<file path="src/rtl/dir_pkg.sv">
package dir_pkg;

  typedef enum logic [2:0] {
    MSG_NONE   = 3'd0,
    MSG_DATA   = 3'd1,
    MSG_GRANT  = 3'd2,
    MSG_OWNER  = 3'd3,
    MSG_FWD_RD = 3'd4,
    MSG_RECALL = 3'd5,
    MSG_INV    = 3'd6,
    MSG_NACK   = 3'd7
  } msg_e;

  typedef enum logic [2:0] {
    ACT_IDLE,
    ACT_NACK,
    ACT_DATA,
    ACT_GRANT,
    ACT_OWN_HIT,
    ACT_INV,
    ACT_FWD_RD,
    ACT_RECALL
  } act_e;

endpackage

</file>
<file path="src/rtl/dir_store.sv">
module dir_store #(
  parameter int N_NODES   = 4,
  parameter int N_BLOCKS  = 8,
  parameter int DATA_W    = 16,
  parameter int INIT_BASE = 'h1000,
  parameter int BLK_W     = $clog2(N_BLOCKS)
) (
  input  logic               clk_i,
  input  logic               rst_ni,
  input  logic [BLK_W-1:0]   rd_a_blk_i,
  output logic [N_NODES-1:0] pres_a_o,
  output logic               dirty_a_o,
  output logic [DATA_W-1:0]  data_a_o,
  input  logic [BLK_W-1:0]   rd_b_blk_i,
  output logic [DATA_W-1:0]  data_b_o,
  input  logic               wr_a_en_i,
  input  logic [BLK_W-1:0]   wr_a_blk_i,
  input  logic [N_NODES-1:0] wr_a_pres_i,
  input  logic               wr_a_dirty_i,
  input  logic               wr_b_en_i,
  input  logic [BLK_W-1:0]   wr_b_blk_i,
  input  logic [N_NODES-1:0] wr_b_pres_i,
  input  logic               wr_b_dirty_i,
  input  logic               wr_b_data_en_i,
  input  logic [DATA_W-1:0]  wr_b_data_i
);

  logic [N_NODES-1:0] pres_q  [N_BLOCKS];
  logic               dirty_q [N_BLOCKS];
  logic [DATA_W-1:0]  data_q  [N_BLOCKS];

  logic a_blocked;
  assign a_blocked = wr_b_en_i && (wr_a_blk_i == wr_b_blk_i);

  always_ff @(posedge clk_i or negedge rst_ni) begin
    if (!rst_ni) begin
      for (int b = 0; b < N_BLOCKS; b++) begin
        pres_q[b]  <= '0;
        dirty_q[b] <= 1'b0;
        data_q[b]  <= DATA_W'(INIT_BASE + b);
      end
    end else begin
      // completion port wins; the busy check keeps both off one block
      if (wr_b_en_i) begin
        pres_q[wr_b_blk_i]  <= wr_b_pres_i;
        dirty_q[wr_b_blk_i] <= wr_b_dirty_i;
        if (wr_b_data_en_i) data_q[wr_b_blk_i] <= wr_b_data_i;
      end
      if (wr_a_en_i && !a_blocked) begin
        pres_q[wr_a_blk_i]  <= wr_a_pres_i;
        dirty_q[wr_a_blk_i] <= wr_a_dirty_i;
      end
    end
  end

  assign pres_a_o  = pres_q[rd_a_blk_i];
  assign dirty_a_o = dirty_q[rd_a_blk_i];
  assign data_a_o  = data_q[rd_a_blk_i];
  assign data_b_o  = data_q[rd_b_blk_i];

  for (genvar b = 0; b < N_BLOCKS; b++) begin : g_chk
    AST_DIRTY_ONE_OWNER: assert property (@(posedge clk_i) disable iff (!rst_ni)
      dirty_q[b] |-> ($countones(pres_q[b]) == 1)) else $error("dirty block without single owner");
  end

endmodule

</file>
<file path="src/rtl/dir_decide.sv">
module dir_decide import dir_pkg::*; #(
  parameter int N_NODES = 4,
  parameter int ID_W    = $clog2(N_NODES)
) (
  input  logic               req_valid_i,
  input  logic [ID_W-1:0]    req_node_i,
  input  logic               req_excl_i,
  input  logic [N_NODES-1:0] pres_i,
  input  logic               dirty_i,
  input  logic               busy_i,
  input  logic               trk_free_i,
  output act_e               act_o,
  output logic [N_NODES-1:0] others_o,
  output logic [ID_W-1:0]    owner_o
);

  localparam logic [N_NODES-1:0] ONE = N_NODES'(1);

  assign others_o = pres_i & ~(ONE << req_node_i);

  always_comb begin
    owner_o = '0;
    for (int i = N_NODES - 1; i >= 0; i--) begin
      if (pres_i[i]) owner_o = ID_W'(i);
    end
  end

  always_comb begin
    act_o = ACT_IDLE;
    if (req_valid_i) begin
      if (busy_i) begin
        act_o = ACT_NACK;
      end else if (dirty_i) begin
        if (owner_o == req_node_i) act_o = ACT_OWN_HIT;
        else if (!trk_free_i)      act_o = ACT_NACK;
        else                       act_o = req_excl_i ? ACT_RECALL : ACT_FWD_RD;
      end else if (req_excl_i) begin
        if (others_o == '0)   act_o = ACT_GRANT;
        else if (!trk_free_i) act_o = ACT_NACK;
        else                  act_o = ACT_INV;
      end else begin
        act_o = ACT_DATA;
      end
    end
  end

endmodule

</file>
<file path="src/rtl/dir_tracker.sv">
module dir_tracker #(
  parameter int N_NODES = 4,
  parameter int ID_W    = $clog2(N_NODES),
  parameter int BLK_W   = 3
) (
  input  logic               clk_i,
  input  logic               rst_ni,
  input  logic               load_i,
  input  logic [BLK_W-1:0]   load_blk_i,
  input  logic [ID_W-1:0]    load_req_i,
  input  logic [N_NODES-1:0] load_mask_i,
  input  logic               load_excl_i,
  input  logic               load_flush_i,
  input  logic               ack_valid_i,
  input  logic [ID_W-1:0]    ack_node_i,
  output logic               valid_o,
  output logic [BLK_W-1:0]   blk_o,
  output logic [ID_W-1:0]    req_o,
  output logic [N_NODES-1:0] mask_o,
  output logic               excl_o,
  output logic               flush_o,
  output logic               done_o
);

  localparam int CNT_W = $clog2(N_NODES + 1);

  logic               valid_q, excl_q, flush_q;
  logic [BLK_W-1:0]   blk_q;
  logic [ID_W-1:0]    req_q;
  logic [N_NODES-1:0] mask_q, pend_q;
  logic [CNT_W-1:0]   cnt_q, load_cnt;
  logic               ack_hit;

  always_comb begin
    load_cnt = '0;
    for (int i = 0; i < N_NODES; i++) begin
      load_cnt = load_cnt + {{(CNT_W-1){1'b0}}, load_mask_i[i]};
    end
  end

  assign ack_hit = valid_q && ack_valid_i && pend_q[ack_node_i];
  assign done_o  = ack_hit && (cnt_q == CNT_W'(1));

  always_ff @(posedge clk_i or negedge rst_ni) begin
    if (!rst_ni) begin
      valid_q <= 1'b0;
      excl_q  <= 1'b0;
      flush_q <= 1'b0;
      blk_q   <= '0;
      req_q   <= '0;
      mask_q  <= '0;
      pend_q  <= '0;
      cnt_q   <= '0;
    end else if (load_i) begin
      valid_q <= 1'b1;
      excl_q  <= load_excl_i;
      flush_q <= load_flush_i;
      blk_q   <= load_blk_i;
      req_q   <= load_req_i;
      mask_q  <= load_mask_i;
      pend_q  <= load_mask_i;
      cnt_q   <= load_cnt;
    end else if (ack_hit) begin
      pend_q[ack_node_i] <= 1'b0;
      cnt_q              <= cnt_q - CNT_W'(1);
      if (cnt_q == CNT_W'(1)) valid_q <= 1'b0;
    end
  end

  assign valid_o = valid_q;
  assign blk_o   = blk_q;
  assign req_o   = req_q;
  assign mask_o  = mask_q;
  assign excl_o  = excl_q;
  assign flush_o = flush_q;

  AST_CNT_EQ_PEND: assert property (@(posedge clk_i) disable iff (!rst_ni)
    valid_q |-> (cnt_q == CNT_W'($countones(pend_q)))) else $error("ack count off");
  AST_CNT_STEADY: assert property (@(posedge clk_i) disable iff (!rst_ni)
    (valid_q && !ack_valid_i) |=> $stable(cnt_q)) else $error("count moved without ack");
  AST_LOAD_NONEMPTY: assert property (@(posedge clk_i) disable iff (!rst_ni)
    load_i |-> (load_mask_i != '0)) else $error("empty wait set");
  AST_LOAD_WHEN_FREE: assert property (@(posedge clk_i) disable iff (!rst_ni)
    load_i |-> !valid_q) else $error("second transaction started");

endmodule

</file>
<file path="src/rtl/dir_home_ctrl.sv">
module dir_home_ctrl import dir_pkg::*; #(
  parameter int N_NODES   = 4,
  parameter int N_BLOCKS  = 8,
  parameter int DATA_W    = 16,
  parameter int INIT_BASE = 'h1000,
  parameter int ID_W      = $clog2(N_NODES),
  parameter int BLK_W     = $clog2(N_BLOCKS)
) (
  input  logic                            clk_i,
  input  logic                            rst_ni,
  input  logic                            req_valid_i,
  input  logic [ID_W-1:0]                 req_node_i,
  input  logic [BLK_W-1:0]                req_blk_i,
  input  logic                            req_excl_i,
  input  logic                            ack_valid_i,
  input  logic [ID_W-1:0]                 ack_node_i,
  input  logic [DATA_W-1:0]               ack_data_i,
  output logic [N_NODES-1:0][2:0]         msg_type_o,
  output logic [N_NODES-1:0][BLK_W-1:0]   msg_blk_o,
  output logic [N_NODES-1:0][ID_W-1:0]    msg_peer_o,
  output logic [N_NODES-1:0][DATA_W-1:0]  msg_data_o
);

  localparam logic [N_NODES-1:0] ONE = N_NODES'(1);

  logic               trk_valid, trk_excl, trk_flush, trk_done;
  logic [BLK_W-1:0]   trk_blk;
  logic [ID_W-1:0]    trk_req;
  logic [N_NODES-1:0] trk_mask;
  logic [N_NODES-1:0] pres_a;
  logic               dirty_a;
  logic [DATA_W-1:0]  data_a, data_b, grant_data;
  act_e               act;
  logic [N_NODES-1:0] others, req_bit, owner_bit, trk_req_bit;
  logic [ID_W-1:0]    owner;
  logic               busy, trk_load;

  assign busy        = trk_valid && (trk_blk == req_blk_i);
  assign req_bit     = ONE << req_node_i;
  assign owner_bit   = ONE << owner;
  assign trk_req_bit = ONE << trk_req;
  assign grant_data  = trk_flush ? ack_data_i : data_b;
  assign trk_load    = (act == ACT_INV) || (act == ACT_FWD_RD) || (act == ACT_RECALL);

  dir_decide #(.N_NODES(N_NODES), .ID_W(ID_W)) u_decide (
    .req_valid_i (req_valid_i),
    .req_node_i  (req_node_i),
    .req_excl_i  (req_excl_i),
    .pres_i      (pres_a),
    .dirty_i     (dirty_a),
    .busy_i      (busy),
    .trk_free_i  (!trk_valid),
    .act_o       (act),
    .others_o    (others),
    .owner_o     (owner)
  );

  dir_store #(
    .N_NODES(N_NODES), .N_BLOCKS(N_BLOCKS), .DATA_W(DATA_W),
    .INIT_BASE(INIT_BASE), .BLK_W(BLK_W)
  ) u_store (
    .clk_i          (clk_i),
    .rst_ni         (rst_ni),
    .rd_a_blk_i     (req_blk_i),
    .pres_a_o       (pres_a),
    .dirty_a_o      (dirty_a),
    .data_a_o       (data_a),
    .rd_b_blk_i     (trk_blk),
    .data_b_o       (data_b),
    .wr_a_en_i      ((act == ACT_DATA) || (act == ACT_GRANT)),
    .wr_a_blk_i     (req_blk_i),
    .wr_a_pres_i    ((act == ACT_DATA) ? (pres_a | req_bit) : req_bit),
    .wr_a_dirty_i   (act == ACT_GRANT),
    .wr_b_en_i      (trk_done),
    .wr_b_blk_i     (trk_blk),
    .wr_b_pres_i    (trk_excl ? trk_req_bit : (trk_mask | trk_req_bit)),
    .wr_b_dirty_i   (trk_excl),
    .wr_b_data_en_i (trk_flush),
    .wr_b_data_i    (ack_data_i)
  );

  dir_tracker #(.N_NODES(N_NODES), .ID_W(ID_W), .BLK_W(BLK_W)) u_tracker (
    .clk_i        (clk_i),
    .rst_ni       (rst_ni),
    .load_i       (trk_load),
    .load_blk_i   (req_blk_i),
    .load_req_i   (req_node_i),
    .load_mask_i  ((act == ACT_INV) ? others : owner_bit),
    .load_excl_i  (act != ACT_FWD_RD),
    .load_flush_i (act != ACT_INV),
    .ack_valid_i  (ack_valid_i),
    .ack_node_i   (ack_node_i),
    .valid_o      (trk_valid),
    .blk_o        (trk_blk),
    .req_o        (trk_req),
    .mask_o       (trk_mask),
    .excl_o       (trk_excl),
    .flush_o      (trk_flush),
    .done_o       (trk_done)
  );

  logic [N_NODES-1:0][2:0]        typ_d, typ_q;
  logic [N_NODES-1:0][BLK_W-1:0]  blk_d, blk_q;
  logic [N_NODES-1:0][ID_W-1:0]   peer_d, peer_q;
  logic [N_NODES-1:0][DATA_W-1:0] dat_d, dat_q;

  always_comb begin
    for (int n = 0; n < N_NODES; n++) begin
      typ_d[n]  = MSG_NONE;
      blk_d[n]  = req_blk_i;
      peer_d[n] = req_node_i;
      dat_d[n]  = data_a;
      if (ID_W'(n) == req_node_i) begin
        case (act)
          ACT_NACK:               typ_d[n] = MSG_NACK;
          ACT_DATA:               typ_d[n] = MSG_DATA;
          ACT_GRANT, ACT_OWN_HIT: typ_d[n] = MSG_GRANT;
          ACT_FWD_RD: begin
            typ_d[n]  = MSG_OWNER;
            peer_d[n] = owner;
          end
          default: ;
        endcase
      end
      if ((act == ACT_INV) && others[n]) typ_d[n] = MSG_INV;
      if ((ID_W'(n) == owner) && (act == ACT_FWD_RD)) typ_d[n] = MSG_FWD_RD;
      if ((ID_W'(n) == owner) && (act == ACT_RECALL)) typ_d[n] = MSG_RECALL;
      // completion grant to the waiting writer
      if (trk_done && trk_excl && (ID_W'(n) == trk_req)) begin
        typ_d[n]  = MSG_GRANT;
        blk_d[n]  = trk_blk;
        peer_d[n] = trk_req;
        dat_d[n]  = grant_data;
      end
    end
  end

  always_ff @(posedge clk_i or negedge rst_ni) begin
    if (!rst_ni) begin
      typ_q  <= '0;
      blk_q  <= '0;
      peer_q <= '0;
      dat_q  <= '0;
    end else begin
      typ_q  <= typ_d;
      blk_q  <= blk_d;
      peer_q <= peer_d;
      dat_q  <= dat_d;
    end
  end

  assign msg_type_o = typ_q;
  assign msg_blk_o  = blk_q;
  assign msg_peer_o = peer_q;
  assign msg_data_o = dat_q;

  AST_NACK_ON_BUSY: assert property (@(posedge clk_i) disable iff (!rst_ni)
    (req_valid_i && busy) |=> (typ_q[$past(req_node_i)] == MSG_NACK)) else $error("busy block not refused");

  for (genvar n = 0; n < N_NODES; n++) begin : g_msg_chk
    AST_NO_INV_TO_WRITER: assert property (@(posedge clk_i) disable iff (!rst_ni)
      (typ_q[n] == MSG_INV) |-> (trk_valid && trk_excl && (trk_req != ID_W'(n)))) else $error("bad invalidate");
    AST_FWD_HAS_TRK: assert property (@(posedge clk_i) disable iff (!rst_ni)
      (typ_q[n] == MSG_FWD_RD) |-> (trk_valid && !trk_excl)) else $error("forward without pending read");
  end

endmodule

</file>
<file path="config.mk">
export PLATFORM = sky130hd
export DESIGN_NAME = dir_home_ctrl
export DESIGN_NICKNAME = d
export VERILOG_FILES = /design/src/rtl/dir_pkg.sv /design/src/rtl/dir_store.sv /design/src/rtl/dir_decide.sv /design/src/rtl/dir_tracker.sv /design/src/rtl/dir_home_ctrl.sv
export SDC_FILE = /design/constraint.sdc
export NUM_CORES = 1
export LEC_CHECK = 0
export ABC_CLOCK_PERIOD_IN_PS = 5210
export CORE_MARGIN = 1.5
export CORE_UTILIZATION = 36
export CTS_BUF_LIST = sky130_fd_sc_hd__clkbuf_4 sky130_fd_sc_hd__clkbuf_8 sky130_fd_sc_hd__clkbuf_16
export DETAILED_ROUTE_END_ITERATION = 7
export PLACE_DENSITY = 0.57
export REMOVE_ABC_BUFFERS = 1
export SLEW_MARGIN = 20
export SYNTH_ARGS = -nofsm -noshare
export SYNTH_HDL_FRONTEND = slang
export SYNTH_HIERARCHICAL = 1
export SYNTH_SLANG_ARGS = --single-unit
</file>
<file path="constraint.sdc">
create_clock -name clk_i -period 5.21 [get_ports clk_i]
set_input_delay 0.521 -clock clk_i [delete_from_list [all_inputs] [get_ports clk_i]]
set_output_delay 0.521 -clock clk_i [all_outputs]
set_load 0.01 [all_outputs]
</file>
Yosys cells after proc, flatten, opt, wreduce, memory -nomap -nowiden
Cells that the tools add are included.
Word-level totals
  output and inout port bits: 96
  input port bits: 28
  flip-flop bits (word level): 283
Cells by class
  bitwise gates (word level): 8
  add/subtract/negate cells: 4
  mux-type cells: 97
  equality and inequality tests: 22
  $lt $le $gt $ge: 6
  shift-type cells: 3
  reduce and logical (&&, ||, !) cells: 39
Operator list (count)
  16-bit two-way mux: 10
  128-bit bitwise mux: 1
  3-bit two-way mux: 34
  16-bit binary-select mux with 3-bit select: 2
  32-bit bitwise mux: 2
  32-bit two-way mux: 2
  16-bit demux with 3-bit select: 1
  4-bit two-way mux: 9
  1-bit logical AND: 26
  2-bit two-way mux: 13
  4-bit demux with 3-bit select: 2
  8-bit bitwise mux: 2
  8-bit two-way mux: 2
  4-bit binary-select mux with 3-bit select: 1
  2-bit == test (first input constant): 6
  3-bit == test (second input constant): 4
  3-bit case mux with 4 select lines: 1
  1-bit by 2-bit << shifter with 4-bit output (first input constant): 3
  1-bit two-way mux: 10
  4-bit AND: 2
  4-bit >= comparator (second input constant): 2
  4-bit by 1-bit less-than comparator with 1-bit output (second input constant): 2
  3-bit NOT with 4-bit output: 2
  4-bit NOT: 2
  23 further kinds: 38

Longest topological paths before layout
  depth in word-level cells: 21
  depth in mapped cells: 21
  depth with buffers taken out: 16

Modules after synthesis
Netlist, hierarchy kept.
By module, submodules not included
  dir_store: area an instance 9479.1 sq um, times used 1, cells each 567
  dir_home_ctrl: area an instance 4149.0 sq um, times used 1, cells each 408
  dir_tracker: area an instance 914.6 sq um, times used 1, cells each 84
  dir_decide: area an instance 250.2 sq um, times used 1, cells each 36

Worst setup path after synthesis
No wires, ideal clock.
  path kind: input -> register
  start point: in req_blk_i[0]
  end point: reg u_tracker.cnt_q[1]
  stages: 18
  data arrival time: 5027 ps
  required time: 5085 ps
  library setup time: 125 ps
  path slack: 58 ps
  path through: clkbuf_1 buf_2 mux4_2 mux2_2 buf_2 or4b_1 a31oi_1 o21bai_1 o22ai_1 and3b_1 clkbuf_1 o31ai_1 inv_1 fa_1 inv_1 ha_1 ha_1 mux2_2
On the way
  elaborated cells between the ends (all ways): 34
  those cells by class: add/sub (3); eq/ne (5); shift (1); mux (18); bitwise (2); reduce/logical (5)
RTL lines
  start, declared: line dir_home_ctrl.sv:13  | input logic [BLK_W-1:0] req_blk_i,
  3-bit NOT with 4-bit output (not written as such) *: line dir_store.sv:56  | assign pres_a_o = pres_q[rd_a_blk_i];
  4-bit binary-select mux with 3-bit select *: line dir_store.sv:56
  4-bit two-way mux (not written as such) * (2 in series): line dir_store.sv:56
  via pres_a[0]: line dir_home_ctrl.sv:30  | logic [N_NODES-1:0] pres_a;
  4-bit AND: line dir_decide.sv:19  | assign others_o = pres_i & ~(ONE << req_node_i);
  4-bit zero test: line dir_decide.sv:38  | if (others_o == '0) act_o = ACT_GRANT;
  3-bit two-way mux: line dir_decide.sv:38
  3-bit two-way mux: line dir_decide.sv:37  | end else if (req_excl_i) begin
  3-bit two-way mux *: line dir_decide.sv:33  | end else if (dirty_i) begin
  3-bit two-way mux *: line dir_decide.sv:31  | if (busy_i) begin
  3-bit two-way mux *: line dir_decide.sv:30  | if (req_valid_i) begin
  via act[1]: line dir_home_ctrl.sv:33  | act_e act;
  3-bit == test: line dir_home_ctrl.sv:43, dir_home_ctrl.sv:88
  4-bit two-way mux: line dir_home_ctrl.sv:88  | .load_mask_i ((act == ACT_INV) ? others : owner_bit),
  1-bit by 1-bit adder with 2-bit output: line dir_tracker.sv:37  | load_cnt = load_cnt + {{(CNT_W-1){1'b0}}, load_mask_i[i]};
  3-bit by 1-bit adder with 3-bit output (2 in series): line dir_tracker.sv:37
  3-bit two-way mux: line dir_tracker.sv:54  | end else if (load_i) begin
  end signal, assigned: line dir_tracker.sv:62  | cnt_q <= load_cnt;
  end signal, assigned: line dir_tracker.sv:65  | cnt_q <= cnt_q - CNT_W'(1);
  end, declared: line dir_tracker.sv:31  | logic [CNT_W-1:0] cnt_q, load_cnt;
Mark *: on every way through the listed nets, which the timed path passes. The rest lies on a longest branch. The select of a mux whose other input is x is not followed.
A chain may end at the register's enable or synchronous reset.

Worst setup path after layout
  start point: reg u_store/pres_q[22] in the netlist's numbering
  end point: reg u_tracker.cnt_q[1]
On the way
  longest elaborated chain between the ends: 17
  elaborated cells between the ends (all ways): 27
  those cells by class: add/sub (3); eq/ne (4); shift (1); mux (14); bitwise (1); reduce/logical (4)
RTL lines
  start, declared: line dir_store.sv:28  | logic [N_NODES-1:0] pres_q [N_BLOCKS];
  start signal, assigned by index: line dir_store.sv:45  | pres_q[wr_b_blk_i] <= wr_b_pres_i;
  start signal, assigned by index: line dir_store.sv:50  | pres_q[wr_a_blk_i] <= wr_a_pres_i;
  4-bit binary-select mux with 3-bit select *: line dir_store.sv:56
  4-bit two-way mux (not written as such) * (2 in series): line dir_store.sv:56
  via pres_a[2]: line dir_home_ctrl.sv:30
  2-bit two-way mux (3 in series): line dir_decide.sv:24  | if (pres_i[i]) owner_o = ID_W'(i);
  2-bit == test: line dir_decide.sv:34  | if (owner_o == req_node_i) act_o = ACT_OWN_HIT;
  3-bit two-way mux: line dir_decide.sv:34
  3-bit two-way mux *: line dir_decide.sv:33
  3-bit two-way mux *: line dir_decide.sv:31
  3-bit two-way mux *: line dir_decide.sv:30
  via act[1]: line dir_home_ctrl.sv:33
  3-bit == test: line dir_home_ctrl.sv:43, dir_home_ctrl.sv:88
  4-bit two-way mux: line dir_home_ctrl.sv:88
  1-bit by 1-bit adder with 2-bit output: line dir_tracker.sv:37
  3-bit by 1-bit adder with 3-bit output (2 in series): line dir_tracker.sv:37
  3-bit two-way mux: line dir_tracker.sv:54
Marks and branches as above.

==> out/metrics.cfg <==
[status]
status=complete, no violations

[clock_tree]
htree_levels=2
ctsRootBufferMaster=clkbuf_16
cts_inserted_buffers=34
cts.sinks=283
insertion_delay_ns=0.52
cts_tree=built
ctsLongestPathBuffers=3
cts_setup_buffers=0
clk_pin_slew_worst_paths_ns=0.06

[grt]
first_global_vias=9923
grt_pass1_wl_mm=60.0
overflow=0
grt_use_total_pct=18.8
grt_start_max_net_pins=164
antenna_found_initial=0

[worst_setup_path]
critPathLaunchType=flip-flop
r2r-start=u_store/pres_q[22]$_DFF_PN0_
slowest_delay_ns=0.56
rrSetupSlack_ns=0.76
startpoint=u_store/pres_q[22]$_DFF_PN0_
end_kind=flip-flop
worstSetupPathType=reg -> reg
r2r.worst_path.cells=15
r2r-end=u_tracker/cnt_q[1]$_DFFE_PN0P_
critical_path_arrival_ns=4.85
critPathMaxFanout=9
cp.required_ns=5.61
crit_chain=mux4_2, mux2_2, or4_1, o311a_2, o22ai_1, o22ai_1, and3b_1, nand2_1, o31ai_1, inv_1, fa_1, inv_1, ha_1, ha_1, mux2_2
slowest_stage=or4_1

[sta]
final-max-slew-violation-count=0
period_share_pct=85.3
rsz0062_at_grt=false
hold_violations=0
fmaxAchievable_ghz=0.225
relSlewSlack_pct=25.8
tightest_slew_ns=1.10
fin_tns_setup_ns=0
setup_violations=0
clock_skew_ns=0.0164
post-route-min-period_ns=4.45

[synthesis]
yosysUniqueCellTypes=68
syn_inst=1095
synth_flop_cell=dfrtp_1
ys_warn_count=6
synthArstFlopShare_pct=100
syn_area_um2=14800
syn_avg_cell_area_um2=13.5
ys_ff_latch=283
synth_edf_count=0
seq_area_frac_synth_pct=48.0

[hold_path]
min_path_type=reg -> reg
min_delay_path_depth=1
hold_path_end=u_store/data_q[74]$_DFFE_PN0P_
hp-start=u_store/data_q[74]$_DFFE_PN0P_

[cells_and_area]
diodes=0
fillers=3740
regArea_um2=7110
drive_above_1_share_pct=37.0
stdcell_area_um2=17700
syn2layout_area_growth_pct=19.5
nets=1239
multiInputGateArea_um2=7160

[pwr]
ir_worst_vdd_mv=0.190
p_leak_nw=7.96
pwr_density_cell_nw_per_um2=365

[placement]
dp.final_hpwl_mm=24.0
placed_cell_area_um2=16500
numPortBuffers=123
gp_congestion=0.826

[detailed_routing]
wl_per_cell_um=21.7
vias=9507
avgViaCountPerCell=5.40
wirelength_mm=38.3
drt_first_pass_iters=7
detail-route-antenna-nets=0
drc=0
drt_iter0_markers=471

[floorplan]
fp-row-count=74
die-height_um=206
initial_core_util_pct=36.4
die_area_um2=42300
coreArea_um2=40600
fp.dieW_um=206
io_pins=124

[run]
maxCapViolations=0

-- critical path: cells and delay by family, from the launching register on --
kind	cells	cell delay, ns
AND/OR/NAND/NOR	3	1.08
multiplexers	3	1.06
adder cells (fa/ha/maj)	3	1.02
AO/OA/AOI/OAI	4	0.63
flip-flops	1	0.38
buffers and inverters	2	0.16
-- logic make-up after synthesis --
kind of cell / synth area share [%]
buffers and inverters: 3.56
and+or+nand+nor: 7.83
DFF: 48.0
AOI/OAI and AO/OA: 6.45
muxes: 32.8
xor gates and xnor gates: 0.854
adders and majority gates: 0.474
-- where the power goes --
part	switching, mW	internal, mW
clock	0.934	1.53
combinational	0.833	0.646
sequential	0.129	2.39
-- cell type report --
class	instances	share of cell area (%)
clock buffers	50	5.84
clock inverters	9	0.757
inverters	31	0.658
multi-input cells	704	40.5
flip-flops and latches	283	40.2
well taps	532	3.77
repair buffers	152	8.24
-- worst max-delay path by stage --
| stage | end | slack (ns) | depth (start not counted) |
|---|---|---|---|
| finish | u_tracker/cnt_q[1]$_DFFE_PN0P_ | 0.76 | 15 |
| detailed placement | u_tracker/cnt_q[1]$_DFFE_PN0P_ | 0.27 | 14 |
| floorplan | u_tracker/cnt_q[1]$_DFFE_PN0P_ | 0.04 | 13 |
| global placement | u_tracker/cnt_q[1]$_DFFE_PN0P_ | 0.35 | 14 |
| global route | u_tracker/cnt_q[1]$_DFFE_PN0P_ | 0.49 | 15 |
| CTS | u_tracker/cnt_q[1]$_DFFE_PN0P_ | 0.80 | 15 |
-- layer usage --
metal / GRT usage (%) / wire length (um)
met1: 26.0 / 17600
met2: 30.4 / 18200
met3: 3.15 / 1610
met4: 5.40 / 902
met5: 0 / 0
-- repair_timing --
action / in CTS / in global routing
hold endpoints to repair: 45 / 0
hold buffers: 1 / 0
resized for setup: 0 / 0
-- stage by stage --
step | hold WS, ns | instances | util [%] | setup slack [ns] | power, mW
global route | 0.539 | 1761 | 43.5 | 0.492 | 6.79
floorplan | 0.225 | 1018 | - | 0.0425 | 3.51
global placement | 0.491 | 1701 | 40.6 | 0.349 | 4.01
CTS | 0.516 | 1761 | 43.5 | 0.798 | 6.53
detailed placement | 0.504 | 1701 | 40.6 | 0.272 | 4.04
finish | 0.515 | 1761 | 43.5 | 0.764 | 6.46
-- sequential cells by signal, summed over array words and instances, names as in the netlist --
signal	flops
u_store/pres_q	32
msg_blk_o	12
u_store/data_q	128
u_tracker/excl_o	1
u_tracker/flush_o	1
u_tracker/mask_o	4
u_tracker/req_o	2
msg_data_o	64
u_store/dirty_q	8
u_tracker/cnt_q	3
u_tracker/blk_o	3
u_tracker/pend_q	4
msg_peer_o	8
u_tracker/valid_o	1
msg_type_o	12
-- cells in the final DEF (no fill, tap or decap), types with 3 or more instances in the layout --
master	n
a21o_1	3
a21oi_1	25
a31oi_1	11
and2_1	3
and3b_1	6
and4bb_2	7
buf_4	28
bufinv_16	3
clkbuf_16	35
clkbuf_4	8
clkbuf_8	7
clkdlybuf4s50_1	119
clkinv_2	3
dfrtp_1	260
dfstp_2	20
ha_1	4
inv_1	30
mux2_1	34
mux2_2	231
mux2i_1	20
mux4_2	74
nand2_1	81
nand2b_1	4
nand3_1	11
nand3b_1	6
nand4b_4	3
nor2_1	25
nor2b_1	13
nor3_1	5
nor3b_1	3
o21ai_0	66
o221ai_1	3
o22ai_1	3
o31ai_1	4
o41ai_4	8
or4bb_1	3
xor2_1	4
xor2_4	3
-- Yosys cell counts, types with 4 or more instances --
library cell / number / area [um^2]
dfrtp_1: 263 / 6580
mux2_2: 231 / 2600
nand2_1: 81 / 304
mux4_2: 74 / 1670
o21ai_0: 67 / 335
mux2_1: 34 / 383
inv_1: 30 / 113
buf_2: 29 / 145
clkbuf_1: 29 / 109
a21oi_1: 25 / 125
nor2_1: 25 / 93.8
dfstp_2: 20 / 526
mux2i_1: 20 / 200
nor2b_1: 13 / 81.3
a31oi_1: 11 / 68.8
nand3_1: 11 / 55.1
buf_4: 10 / 75.1
o41ai_4: 8 / 220
and4bb_2: 7 / 87.6
and3b_1: 6 / 52.6
buf_6: 6 / 67.6
nand3b_1: 6 / 45.0
nor3_1: 5 / 25.0
ha_1: 4 / 50.1
nand2b_1: 4 / 25.0
o31ai_1: 4 / 30.0
xor2_1: 4 / 35.0
Power figures use the tool's default switching activity.
